==> src/rtl/ovl_pkg.sv <==
// Shared types for the overlapped transfer/compute sequencer.
// Assumes: nothing beyond the parameters of its users.
package ovl_pkg;

    typedef enum logic [1:0] {
        XS_IDLE = 2'd0,
        XS_WR   = 2'd1,
        XS_RD   = 2'd2
    } xfer_st_t;

    typedef enum logic {
        CS_IDLE = 1'b0,
        CS_WAIT = 1'b1
    } comp_st_t;

    function automatic int imax(input int a, input int b);
        return (a > b) ? a : b;
    endfunction

endpackage

==> src/rtl/ovl_xfer_stage.sv <==
// Transfer stage: on launch, optionally drains WR_WORDS result words
// (WR_CYC cycles each) and then fills RD_WORDS operand words (RD_CYC cycles
// each) over one shared port. The port is never read and written together.
// Assumes: launch is only asserted while idle is high.
module ovl_xfer_stage
    import ovl_pkg::*;
#(
    parameter int ADDR_W   = 8,
    parameter int IDX_W    = 4,
    parameter int RD_WORDS = 10,
    parameter int WR_WORDS = 9,
    parameter int RD_CYC   = 3,
    parameter int WR_CYC   = 1,
    parameter int RD_BASE  = 0,
    parameter int WR_BASE  = 16
) (
    input  logic              clk,
    input  logic              rst_n,
    input  logic              launch,
    input  logic              wb_req,
    output logic              idle,
    output logic              mem_en,
    output logic              mem_we,
    output logic [ADDR_W-1:0] mem_addr,
    output logic [IDX_W-1:0]  word_idx,
    output logic              in_load
);
    localparam int BEAT_W = $clog2(imax(RD_CYC, WR_CYC) + 1);

    xfer_st_t          st_q;
    logic [IDX_W-1:0]  word_q;
    logic [BEAT_W-1:0] beat_q;
    logic              wr_last_beat;
    logic              rd_last_beat;
    logic              wr_last_word;
    logic              rd_last_word;

    // Position decode within the current word and phase.
    always_comb begin
        wr_last_beat = (beat_q == BEAT_W'(WR_CYC - 1));
        rd_last_beat = (beat_q == BEAT_W'(RD_CYC - 1));
        wr_last_word = (word_q == IDX_W'(WR_WORDS - 1));
        rd_last_word = (word_q == IDX_W'(RD_WORDS - 1));
    end

    // Phase sequencing: idle -> (write) -> read -> idle.
    always_ff @(posedge clk) begin
        if (!rst_n) begin
            st_q   <= XS_IDLE;
            word_q <= '0;
            beat_q <= '0;
        end else begin
            case (st_q)
                XS_IDLE: begin
                    if (launch) begin
                        st_q   <= wb_req ? XS_WR : XS_RD;
                        word_q <= '0;
                        beat_q <= '0;
                    end
                end
                XS_WR: begin
                    if (wr_last_beat) begin
                        beat_q <= '0;
                        if (wr_last_word) begin
                            st_q   <= XS_RD;
                            word_q <= '0;
                        end else begin
                            word_q <= word_q + 1'b1;
                        end
                    end else begin
                        beat_q <= beat_q + 1'b1;
                    end
                end
                XS_RD: begin
                    if (rd_last_beat) begin
                        beat_q <= '0;
                        if (rd_last_word) begin
                            st_q   <= XS_IDLE;
                            word_q <= '0;
                        end else begin
                            word_q <= word_q + 1'b1;
                        end
                    end else begin
                        beat_q <= beat_q + 1'b1;
                    end
                end
                default: st_q <= XS_IDLE;
            endcase
        end
    end

    // Port drive and load strobe from the current phase.
    always_comb begin
        idle     = (st_q == XS_IDLE);
        mem_en   = (st_q != XS_IDLE);
        mem_we   = (st_q == XS_WR);
        word_idx = word_q;
        in_load  = (st_q == XS_RD) && rd_last_beat;
        mem_addr = ((st_q == XS_WR) ? ADDR_W'(WR_BASE) : ADDR_W'(RD_BASE))
                   + ADDR_W'(word_q);
    end

endmodule

==> src/rtl/ovl_comp_stage.sv <==
// Compute stage: on a launch with a filled operand bank, issues a one-cycle
// datapath start and waits for its completion pulse. A completion arriving
// while nothing is outstanding is ignored.
// Assumes: launch is only asserted while idle is high.
module ovl_comp_stage
    import ovl_pkg::*;
(
    input  logic clk,
    input  logic rst_n,
    input  logic launch,
    input  logic cp_req,
    input  logic dp_done,
    output logic idle,
    output logic dp_start,
    output logic fin
);
    comp_st_t st_q;
    logic     start_q;

    // Start pulse and wait-for-completion tracking.
    always_ff @(posedge clk) begin
        if (!rst_n) begin
            st_q    <= CS_IDLE;
            start_q <= 1'b0;
        end else begin
            start_q <= launch && cp_req;
            case (st_q)
                CS_IDLE: if (launch && cp_req) st_q <= CS_WAIT;
                CS_WAIT: if (dp_done) st_q <= CS_IDLE;
                default: st_q <= CS_IDLE;
            endcase
        end
    end

    // Status toward the top-level launch gate.
    always_comb begin
        idle     = (st_q == CS_IDLE);
        dp_start = start_q;
        fin      = (st_q == CS_WAIT) && dp_done;
    end

endmodule

==> src/rtl/ovl_ctrl.sv <==
// Top of the overlapped transfer/compute sequencer. Launches a run when both
// stages are idle and run is high, flips the register bank on every launch,
// and tracks per-bank validity so that write-back and compute are requested
// only for banks holding real data.
// Assumes: the external register sets capture mem data on in_load and
// present the word selected by res_bank/res_idx on res_word.
module ovl_ctrl
    import ovl_pkg::*;
#(
    parameter int DATA_W   = 64,
    parameter int ADDR_W   = 8,
    parameter int RD_WORDS = 10,
    parameter int WR_WORDS = 9,
    parameter int RD_CYC   = 3,
    parameter int WR_CYC   = 1,
    parameter int RD_BASE  = 0,
    parameter int WR_BASE  = 16,
    localparam int IDX_W   = $clog2(imax(RD_WORDS, WR_WORDS) + 1)
) (
    input  logic              clk,
    input  logic              rst_n,
    input  logic              run,
    output logic              run_launch,
    output logic              mem_en,
    output logic              mem_we,
    output logic [ADDR_W-1:0] mem_addr,
    output logic [DATA_W-1:0] mem_wdata,
    input  logic [DATA_W-1:0] res_word,
    output logic              res_bank,
    output logic [IDX_W-1:0]  res_idx,
    output logic              in_load,
    output logic              in_bank,
    output logic [IDX_W-1:0]  in_idx,
    output logic              dp_start,
    output logic              dp_bank,
    input  logic              dp_done
);
    logic             bank_q;
    logic [1:0]       in_vld_q;
    logic [1:0]       out_vld_q;
    logic             x_idle;
    logic             c_idle;
    logic             c_fin;
    logic             launch;
    logic             bank_nx;
    logic             wb_req;
    logic             cp_req;
    logic [IDX_W-1:0] x_idx;

    // Launch gate and per-run requests for the bank about to be used.
    always_comb begin
        launch  = run && x_idle && c_idle;
        bank_nx = ~bank_q;
        wb_req  = out_vld_q[bank_nx];
        cp_req  = in_vld_q[bank_q];
    end

    // Bank flip and validity bookkeeping for both register-set banks.
    always_ff @(posedge clk) begin
        if (!rst_n) begin
            bank_q    <= 1'b1;
            in_vld_q  <= '0;
            out_vld_q <= '0;
        end else if (launch) begin
            bank_q             <= bank_nx;
            in_vld_q[bank_nx]  <= 1'b1;
            in_vld_q[bank_q]   <= 1'b0;
            out_vld_q[bank_nx] <= 1'b0;
        end else if (c_fin) begin
            out_vld_q[~bank_q] <= 1'b1;
        end
    end

    ovl_xfer_stage #(
        .ADDR_W   (ADDR_W),
        .IDX_W    (IDX_W),
        .RD_WORDS (RD_WORDS),
        .WR_WORDS (WR_WORDS),
        .RD_CYC   (RD_CYC),
        .WR_CYC   (WR_CYC),
        .RD_BASE  (RD_BASE),
        .WR_BASE  (WR_BASE)
    ) u_xfer (
        .clk      (clk),
        .rst_n    (rst_n),
        .launch   (launch),
        .wb_req   (wb_req),
        .idle     (x_idle),
        .mem_en   (mem_en),
        .mem_we   (mem_we),
        .mem_addr (mem_addr),
        .word_idx (x_idx),
        .in_load  (in_load)
    );

    ovl_comp_stage u_comp (
        .clk      (clk),
        .rst_n    (rst_n),
        .launch   (launch),
        .cp_req   (cp_req),
        .dp_done  (dp_done),
        .idle     (c_idle),
        .dp_start (dp_start),
        .fin      (c_fin)
    );

    // Register-set selection and write data routing.
    always_comb begin
        run_launch = launch;
        mem_wdata  = res_word;
        res_bank   = bank_q;
        res_idx    = x_idx;
        in_bank    = bank_q;
        in_idx     = x_idx;
        dp_bank    = ~bank_q;
    end

endmodule

==> config.mk <==
export PLATFORM = sky130hd
export DESIGN_NAME = ovl_ctrl
export DESIGN_NICKNAME = d
export VERILOG_FILES = /design/src/rtl/ovl_pkg.sv /design/src/rtl/ovl_xfer_stage.sv /design/src/rtl/ovl_comp_stage.sv /design/src/rtl/ovl_ctrl.sv
export SDC_FILE = /design/constraint.sdc
export NUM_CORES = 1
export LEC_CHECK = 0
export BUFFER_PORTS_ARGS = -buffer_cell sky130_fd_sc_hd__buf_2
export CAP_MARGIN = 25
export CORE_ASPECT_RATIO = 1.1
export CORE_MARGIN = 1
export CORE_UTILIZATION = 35
export DETAILED_ROUTE_END_ITERATION = 7
export GPL_TIMING_DRIVEN = 1
export PLACE_DENSITY = 0.89
export REMOVE_ABC_BUFFERS = 1
export SYNTH_ARGS = -nofsm -noshare
export SYNTH_HDL_FRONTEND = slang
export SYNTH_SLANG_ARGS = --single-unit
==> constraint.sdc <==
create_clock -name clk -period 2.2 [get_ports clk]
set_input_delay 0.44 -clock clk [delete_from_list [all_inputs] [get_ports clk]]
set_output_delay 0.44 -clock clk [all_outputs]
set_load 0.005 [all_outputs]
Word level (Yosys, flattened, before mapping)
Cells that the tools add are included.
{ "op_classes": {"multipliers": 0, "n_lt_le_gt_ge": 4, "n_eq_ne": 10, "add_sub_neg": 3, "n_shift": 0, "reduce_logical": 15, "bitwise": 8, "mux": 31, "div": 0} }
{ "op_table": {"columns": ["operator", "count"], "rows": [
  ["$mux W2", 11],
  ["$mux W4", 5],
  ["$pmux W2 S3", 2],
  ["$pmux W4 S3", 1],
  ["$ne A2 B1 Y1 const B", 5],
  ["$add A8 B4 Y8", 1],
  ["$eq A4 B4 Y1 const B", 2],
  ["$mux W1", 8],
  ["$logic_and A1 B1 Y1", 7],
  ["$mux W5", 1],
  ["$reduce_and A5 Y1", 1],
  ["$add A4 B1 Y4 const B", 1],
  ["$and A2 B2 Y2", 2],
  ["$eq A2 B2 Y1 const B", 2],
  ["$logic_not A2 Y1", 2],
  ["$lt A1 B2 Y1 const B", 2],
  ["$not A2 Y2", 2],
  ["$or A2 B2 Y2", 2],
  ["$reduce_and A4 Y1", 1],
  ["$reduce_bool A2 Y1", 2],
  ["$reduce_bool A3 Y1", 1],
  ["$add A2 B1 Y2 const B", 1],
  ["$demux W1 S1", 2],
  ["$eq A2 B1 Y1 const B", 1],
  ["4 further kinds", 6]
]} }
{ "totals": {"romBits": 0, "word_cells": 79, "ff_bits": 15, "mem_count": 0, "latchBits": 0, "mem_bits_rw": 0, "inputBits": 68} }

Logic depth before layout (Yosys ltp)
Gate-level depths: netlist of the first run.
{ "depth": {"depth_word": 8, "mapped_depth": 7, "mapped_depth_nobuf": 7} }

By module
Synthesis of the first run repeated with hierarchy kept, for this count alone.
{ "hier_totals": {"hier_cells": 185, "hier_area_um2": 1531.5} }
{ "modules_own_cells": {"columns": ["mod", "area_per_inst_um2", "instances", "seq_area_each_um2", "cells_per_inst"], "rows": [
  ["ovl_ctrl", 758.2, 1, 100.1, 94],
  ["ovl_xfer_stage", 696.9, 1, 160.2, 84],
  ["ovl_comp_stage", 76.3, 1, 40.0, 7]
]} }

Least setup slack after synthesis of the first run
Ideal clock, no wire load.
{ "synth_timing": {"kind": "reg-to-reg", "from": "register u_xfer.st_q[1]", "to": "register u_xfer.st_q[0]", "setup_time_ns": 0.070, "required_time_ns": 2.130, "setup_slack_ns": 0.483, "path_stages_with_launch": 7, "arrival_ns": 1.646, "path_cell_list": "dfxtp_1 > inv_1 > ha_1 > nor2b_1 > a211o_1 > or4_1 > a21oi_1"} }
{ "synth_between": {"elab_cells_between_ends": 12} }
{ "synth_lines": {"columns": ["element", "line_no", "text"], "rows": [
  ["from (decl)", "ovl_xfer_stage.sv:30", "xfer_st_t st_q;"],
  ["from (signal assigned)", "ovl_xfer_stage.sv:56", "st_q <= wb_req ? XS_WR : XS_RD;"],
  ["$eq A2 B1 Y1 *", null, null],
  ["net mem_we", "ovl_ctrl.sv:25", "output logic mem_we,"],
  ["$ne A2 B1 Y1 (no line)", null, null],
  ["$reduce_and A5 Y1 (no line)", null, null]
]} }
Mark *: on every way through the listed nets, which the timed path passes. The rest lies on a longest branch.
A chain may end at the register's enable or synchronous reset.

Final worst setup path of the first run
{ "layout_timing": {"from": "register u_xfer.st_q[0]", "to": "output run_launch"} }
{ "layout_between": {"elab_chain_len": 3} }
{ "layout_lines": {"columns": ["element", "line_no", "text"], "rows": [
  ["$logic_not A2 Y1", "ovl_xfer_stage.sv:94", "idle = (st_q == XS_IDLE);"],
  ["$logic_and A1 B1 Y1 (2 in series)", "ovl_ctrl.sv:52", "launch = run && x_idle && c_idle;"],
  ["to (decl)", "ovl_ctrl.sv:23", "output logic run_launch,"]
]} }
Every way passes these cells.

==> impl_metrics.yaml, run 1 <==
synth:
  synth_cells: 181
  synth_seq_cells: 15
  synth-async-reset-ratio: 0
  syn_area_per_cell_um2: 8.18
  synth_top_cell_by_area: "buf_4"
  synth_common_cells: "buf_4, dfxtp_1, ha_1, inv_1, nor2_1"
  synth.area.top_cells: "buf_4, dfxtp_1, ha_1"
  synth_top_area_frac: 0.390
  syn_area_mm2: 0.00148
  synth.distinct_cells: 38
  yosysWarnings: 0
  yosys.cell_count.top_type: "buf_4"
  ys.flop_type: "dfxtp_1"
  synth_edf_count: 0
  seq_area_frac_synth: 0.203
pwr:
  internal_power_mw: 0.590
  combPwrFrac: 0.416
  power.density_mw_per_mm2: 844
  clkPwrFrac: 0.242
  swShare: 0.386
  p_switching_mw: 0.371
  ir_drop_mv: 0.413
  p_leak_nw: 0.522
  sequentialPowerShare: 0.342
worst_setup_path:
  slowest_delay_ns: 0.32
  cp.arrival_ns: 1.46
  cp_slowest_cell: "dfxtp_1"
  critical_path.endpoint_type: "primary output"
  worstPathMaxFanout: 6
  rrSetupSlack_ns: 0.31
  startpoint_type: "flop"
  cp.required_ns: 1.76
  crit_type: "flop to primary output"
  crit_chain: "inv_1 > ha_1 > nand3b_1 > inv_2 > buf_2"
floorplanning:
  fp.dieArea_mm2: 0.00450
  fp-row-count: 24
  core_area_mm2: 0.00402
  ios: 156
  start_util: 0.368
  die_w_um: 64.0
  dieHeight_um: 70.2
global_routing:
  grt_pass1_vias: 893
  grt_pass1_wl_um: 8750
  grt_overflow_total: 0
  grt.total_usage: 0.310
  antenna_found_initial: 0
  grt_max_degree: 12
routing:
  via_per_inst: 5.46
  via_count: 1010
  drc_errors: 0
  wirelength_um: 6940
  wl_per_cell_um: 37.5
  drtAntennaViolNets: 0
  drtIter0Drc: 39
  dr.pass1.iters: 4
placed_design:
  place_congestion: 1.14
  dp_hpwl_um: 6310
  placed_cells: 181
  port-buffer-count: 24
clock_network:
  cts_hold_buf: 0
  cts_tree: "built"
  clk_latency_ns: 0.26
  cts.reportedPaths.clkPinSlew_ns: 0.06
  clock_path_buffers: 2
  ctsRootBufferMaster: "clkbuf_8"
  htree_levels: 1
  cts_resized: 0
  clkSinkCount: 15
  numCtsBuffers: 3
  post_cts_buffers: 0
min_path:
  hold_class: "flop to flop"
final_layout:
  fin_cells: 185
  area_delta_synth_final_pct: -23.1
  drive_gt1_frac: 0.256
  antennaDiodeCount: 0
  num-nets-final: 213
timing:
  finalCriticalPeriod_ns: 1.90
  hold_viol_final: 0
  setup_violations: 0
  finClkSkew_ns: 0.00247
  fin_crit_sh: 0.862
  fmax_mhz: 527
  fin_tns_setup_ns: 0
  slew_viol_final: 0
  grt_setup_unrepaired: "no"
status:
  outcome: "completed"
run:
  max-cap-violations: 0
-- layout make-up --
cell class / count / area, µm²
clock buffers: 3 / 41.3
well taps: 52 / 65.1
repair buffers: 24 / 120
inverters: 12 / 45.0
flip-flops and latches: 15 / 300
clock inverters: 1 / 5.00
fillers: 453 / 2890
multi-input cells: 78 / 562
-- through the flow --
stage | util | area, µm² | hold slack [ns] | setup slack (ns) | total power, mW
2_1_floorplan | - | 907 | 0.436 | 0.468 | 0.617
3_3_place_gp | 0.271 | 1090 | 0.446 | 0.431 | 0.708
3_5_place_dp | 0.271 | 1090 | 0.454 | 0.357 | 0.722
4_1_cts | 0.283 | 1140 | 0.463 | 0.298 | 0.957
5_1_grt | 0.283 | 1140 | 0.497 | 0.159 | 1.02
6_report | 0.283 | 1140 | 0.458 | 0.303 | 0.961
-- metal layers --
layer | global-route usage | share of wire
met2 | 0.559 | 0.52
met5 | 0.0375 | 0
met3 | 0.425 | 0.29
met4 | 0.144 | 0.041
met1 | 0.118 | 0.15
-- placed cells by master, fill, tap and decap left out, drive strengths merged, types with 4 or more instances in the layout --
master,n
inv,12
buf,24
nand2,6
a21oi,6
ha,11
nor2,9
a31oi,4
nand2b,4
dfxtp,15
-- final timing paths --
kind,start,to,cells after the start
worst max register to register,u_xfer.st_q[1],u_xfer.st_q[0],6
worst min-delay path,in_vld_q[0],in_vld_q[0],2
worst max-delay path,u_xfer.st_q[0],run_launch,5
worst min register to register,in_vld_q[0],in_vld_q[0],2
-- power groups by stage --
stage	clock [mW]	combinational, mW	sequential, mW
6_report	0.233	0.400	0.328
5_1_grt	0.250	0.441	0.331
4_1_cts	0.235	0.394	0.328
3_5_place_dp	0	0.389	0.334
3_3_place_gp	0	0.375	0.332
2_1_floorplan	0	0.286	0.331
-- critical path, delay by kind of cell (launching register included) --
family,cells,cell delay (ns)
simple gates,1,0.24
flops,1,0.32
buf+inv,3,0.38
fa+ha+maj,1,0.25
-- kinds of logic (layout without fill, tap and decap cells) --
| family | after synthesis | count (layout) | share of synthesized area |
|---|---|---|---|
| AOI/OAI and AO/OA | 26 | 26 | 0.127 |
| adders and majority gates | 11 | 11 | 0.0929 |
| buffers and inverters | 90 | 40 | 0.423 |
| DFF | 15 | 15 | 0.203 |
| muxes | 2 | 2 | 0.0135 |
| other | 1 | 3 | 0.00253 |
| and+or+nand+nor | 36 | 36 | 0.139 |
Note: power is estimated with default switching activity, not from simulation.
==> run 2, diff against run 1 <==
BUFFER_PORTS_ARGS = not set   (was -buffer_cell sky130_fd_sc_hd__buf_2)
CELL_PAD_IN_SITES_DETAIL_PLACEMENT = 1   (was not set)
CELL_PAD_IN_SITES_GLOBAL_PLACEMENT = 2   (was not set)
CORE_UTILIZATION = 29   (was 35)
DONT_BUFFER_PORTS = 1   (was not set)
PLACE_DENSITY = not set   (was 0.89)
PLACE_DENSITY_LB_ADDON = 0.12   (was not set)
==> impl_metrics.yaml, run 2 (synthesized netlist as in run 1, its figures left out) <==
status:
  outcome: "completed"
pwr:
  total_power_mw: 0.972
  p_leak_nw: 0.411
  ir_drop_mv: 0.328
  power.density_mw_per_mm2: 936
worst_setup_path:
  crit_type: "flop to flop"
  cp.depth: 6
  cp_top_family: "simple AND/OR/NAND/NOR gates"
  rrSetupSlack_ns: 0.24
  slowest_delay_ns: 0.47
  r2r-start: "u_xfer.st_q[1]"
  crit_path_end: "u_xfer.st_q[0]"
  crit_chain: "inv_1 > ha_1 > nor2b_1 > a211o_1 > or4_1 > a21oi_1"
  cp.required_ns: 2.38
  cp.arrival_ns: 2.14
  r2r_end: "u_xfer.st_q[0]"
  worstPathMaxFanout: 9
  critical_path.endpoint_type: "flop"
  startpoint_type: "flop"
  critPathBufInv: 1
  cp_slowest_cell: "or4_1"
  worstRegToRegCells: 6
  startpoint: "u_xfer.st_q[1]"
global_routing:
  grt_max_degree: 12
  grt.total_usage: 0.281
  grt_pass1_wl_um: 9830
  grt_pass1_vias: 933
  grt_overflow_total: 0
  antenna_found_initial: 0
min_path:
  hold_class: "primary input to flop"
timing:
  finClkSkew_ns: 0.00957
  setup_violations: 0
  fin_crit_sh: 0.892
  fin_tns_setup_ns: 0
  finalCriticalPeriod_ns: 1.96
  hold_viol_final: 0
  fmax_mhz: 510
  grt_setup_unrepaired: "no"
  slew_viol_final: 0
  timing.hold.ws_ns: 0.334
floorplanning:
  die_w_um: 70.1
  ios: 156
  start_util: 0.310
  dieHeight_um: 77.0
  fp-row-count: 26
  fp.dieArea_mm2: 0.00540
  core_area_mm2: 0.00478
clock_network:
  htree_levels: 1
  cts.reportedPaths.clkPinSlew_ns: 0.07
  numCtsBuffers: 3
  cts_hold_buf: 0
  cts_tree: "built"
  cts_resized: 0
  post_cts_buffers: 0
  clkSinkCount: 15
  clock_path_buffers: 2
  clk_latency_ns: 0.26
  ctsRootBufferMaster: "clkbuf_8"
routing:
  drtIter0Drc: 54
  drtAntennaViolNets: 0
  dr.pass1.iters: 4
  wl_per_cell_um: 45.6
  wirelength_um: 7610
  drc_errors: 0
  via_per_inst: 5.61
  via_count: 937
run:
  max-cap-violations: 0
final_layout:
  antennaDiodeCount: 0
  area_delta_synth_final_pct: -29.9
  num-nets-final: 191
  multi_input_area_um2: 562
  register_area_um2: 300
  drive_gt1_frac: 0.108
  final_cell_mix: "dfxtp_1, inv_1, ha_1"
  final_common_cell: "dfxtp_1"
  fillers: 562
placed_design:
  place_congestion: 0.995
  dp_hpwl_um: 6820
  port-buffer-count: 0
## run 2: cell count changes in the layout (fill, tap and decap cells not counted)
| cell | change |
|---|---|
| buf_2 | -24 |
| buf_4 | +2 |
## run 2: metal layers
metal | GRT usage | vias to the layer above | wire, µm
met1 | 0.138 | 418 | 1340
met4 | 0.112 | 0 | 260
met2 | 0.467 | 125 | 3710
li1 | - | 376 | -
met5 | 0.0303 | - | 0
met3 | 0.409 | 18 | 2310
## run 2: how the worst min path moves through the flow
stage	cells past startpoint	slack [ns]	to	from
finish	2	0.33	in_vld_q[1]	rst_n
CTS	2	0.33	in_vld_q[1]	rst_n
global placement	2	0.46	in_vld_q[0]	in_vld_q[0]
global route	2	0.32	u_xfer.word_idx[0]	rst_n
floorplan	2	0.44	in_vld_q[0]	in_vld_q[0]
detailed placement	2	0.46	in_vld_q[1]	in_vld_q[1]
## run 2: metrics by stage
| step | cells | instance area, µm² | utilization | worst slack (ns) |
|---|---|---|---|---|
| final | 167 | 1040 | 0.217 | 0.238 |
| after detailed placement | 163 | 992 | 0.207 | 0.279 |
| after floorplan | 105 | 907 | - | 0.468 |
| after CTS | 167 | 1040 | 0.217 | 0.251 |
| after global placement | 163 | 992 | 0.207 | 0.337 |
| after global routing | 167 | 1040 | 0.217 | 0.107 |
## run 2: final cells by class
cell class | instances | area share
Clock buffer | 3 | 0.0398
Timing Repair Buffer | 2 | 0.0145
Inverter | 12 | 0.0434
Clock inverter | 1 | 0.00482
Multi-Input combinational cell | 78 | 0.541
Tap cell | 56 | 0.0675
Sequential cell | 15 | 0.289
## run 2: worst reg2reg max path: stages, from the launching register on
cell     delay (ns)
dfxtp_1        0.35
inv_1          0.08
ha_1           0.33
nor2b_1        0.23
a211o_1        0.27
or4_1          0.47
a21oi_1        0.14
## run 2: power breakdown
part | switching, mW | internal, mW | leakage (nW)
combinational | 0.250 | 0.154 | 0.264
clock | 0.113 | 0.126 | 0.0255
sequential | 0.0286 | 0.301 | 0.122
total | 0.391 | 0.581 | 0.411
==> run 3, diff against run 2 <==
CORE_ASPECT_RATIO = not set   (was 1.1)
==> impl_metrics.yaml, run 3 (synthesized netlist as in run 1, its figures left out) <==
final_layout:
  final_cell_mix: "dfxtp_1, inv_1, ha_1"
  antennaDiodeCount: 0
  num-nets-final: 192
  multi_input_area_um2: 562
  final_common_cell: "dfxtp_1"
  fillers: 592
  register_area_um2: 300
  area_delta_synth_final_pct: -28.5
  drive_gt1_frac: 0.116
  final_util: 0.220
clock_network:
  cts_tree: "built"
  clk_latency_ns: 0.26
  clkSinkCount: 15
  clock_path_buffers: 2
  htree_levels: 1
  cts_resized: 0
  post_cts_buffers: 0
  cts_hold_buf: 0
  ctsRootBufferMaster: "clkbuf_8"
  cts.reportedPaths.clkPinSlew_ns: 0.07
  numCtsBuffers: 3
timing:
  grt_setup_unrepaired: "no"
  finalWorstSetupSlack_ns: 0.257
  fin_crit_sh: 0.883
  fmax_mhz: 515
  finalCriticalPeriod_ns: 1.94
  hold_viol_final: 0
  fin_tns_setup_ns: 0
  timing.hold.ws_ns: 0.337
  setup_violations: 0
  slew_viol_final: 0
  finClkSkew_ns: 0.00948
worst_setup_path:
  r2r-start: "u_xfer.st_q[1]"
  critical_path.endpoint_type: "flop"
  startpoint: "u_xfer.st_q[1]"
  startpoint_type: "flop"
  worstPathMaxFanout: 9
  crit_type: "flop to flop"
  cp.arrival_ns: 2.12
  cp.required_ns: 2.38
status:
  outcome: "completed"
pwr:
  p_switching_mw: 0.391
  combPwrFrac: 0.417
  p_leak_nw: 0.417
  ir_drop_mv: 0.205
  sequentialPowerShare: 0.339
  power.density_mw_per_mm2: 917
  swShare: 0.402
  clkPwrFrac: 0.244
  internal_power_mw: 0.580
global_routing:
  met1_usage: 0.192
  use_met3: 0.354
  grtUsageMet2: 0.486
  antenna_found_initial: 0
  grt_max_degree: 12
  top_usage_layer: "met2"
  grt_overflow_total: 0
  grt_pass1_vias: 973
  grt.total_usage: 0.294
  grt_pass1_wl_um: 9830
run:
  max-cap-violations: 0
floorplanning:
  dieHeight_um: 73.5
  core_area_mm2: 0.00482
  fp-row-count: 25
  die_w_um: 73.5
  fp.dieArea_mm2: 0.00540
  start_util: 0.308
  ios: 156
routing:
  wirelength_um: 7850
  drtAntennaViolNets: 0
  via_count: 957
  drtIter0Drc: 59
  drc_errors: 0
  dr.pass1.iters: 4
  via_per_inst: 5.35
  wl_per_cell_um: 43.9
min_path:
  hp-start: "rst_n"
  hold_class: "primary input to flop"
placed_design:
  place_congestion: 1.11
  port-buffer-count: 0
  dp_hpwl_um: 7080
  dp_slack_ns: 0.254
## run 3: power by group through the flow
stage	clock (mW)	combinational, mW	sequential, mW
after floorplan	0	0.286	0.331
after global placement	0	0.399	0.335
after detailed placement	0	0.406	0.336
after CTS	0.245	0.407	0.330
after global routing	0.258	0.452	0.335
final	0.237	0.405	0.330
## run 3: per-stage QoR
| step | power (mW) | instance area (µm²) | instances |
|---|---|---|---|
| after floorplan | 0.617 | 907 | 105 |
| after CTS | 0.982 | 1060 | 179 |
| after detailed placement | 0.741 | 1010 | 175 |
| final | 0.972 | 1060 | 179 |
| after global routing | 1.04 | 1060 | 179 |
| after global placement | 0.735 | 1010 | 175 |
## run 3: cell type report
cell class	instances	share of cell area
Timing Repair Buffer	3	0.0213
Tap cell	67	0.0791
Sequential cell	15	0.283
Clock inverter	1	0.00472
Inverter	12	0.0425
Clock buffer	3	0.0390
Multi-Input combinational cell	78	0.530
## run 3: worst paths after layout
| path | end | slack, ns | cells past startpoint |
|---|---|---|---|
| max | u_xfer.st_q[0] | 0.26 | 6 |
| min | u_comp.st_q | 0.34 | 1 |
| max reg2reg | u_xfer.st_q[0] | 0.26 | 6 |
| min reg2reg | in_vld_q[0] | 0.48 | 2 |
## run 3: critical path: stages (launching register included)
cell	delay, ns
dfxtp_1	0.35
inv_1	0.07
ha_1	0.31
nor2b_1	0.22
a211o_1	0.28
or4_1	0.49
a21oi_1	0.16
## run 3: per-layer routing
| metal | share of wire | wire length (µm) |
|---|---|---|
| met4 | 0.043 | 335 |
| met3 | 0.26 | 2000 |
| met5 | 0 | 0 |
| met2 | 0.48 | 3760 |
| met1 | 0.22 | 1750 |
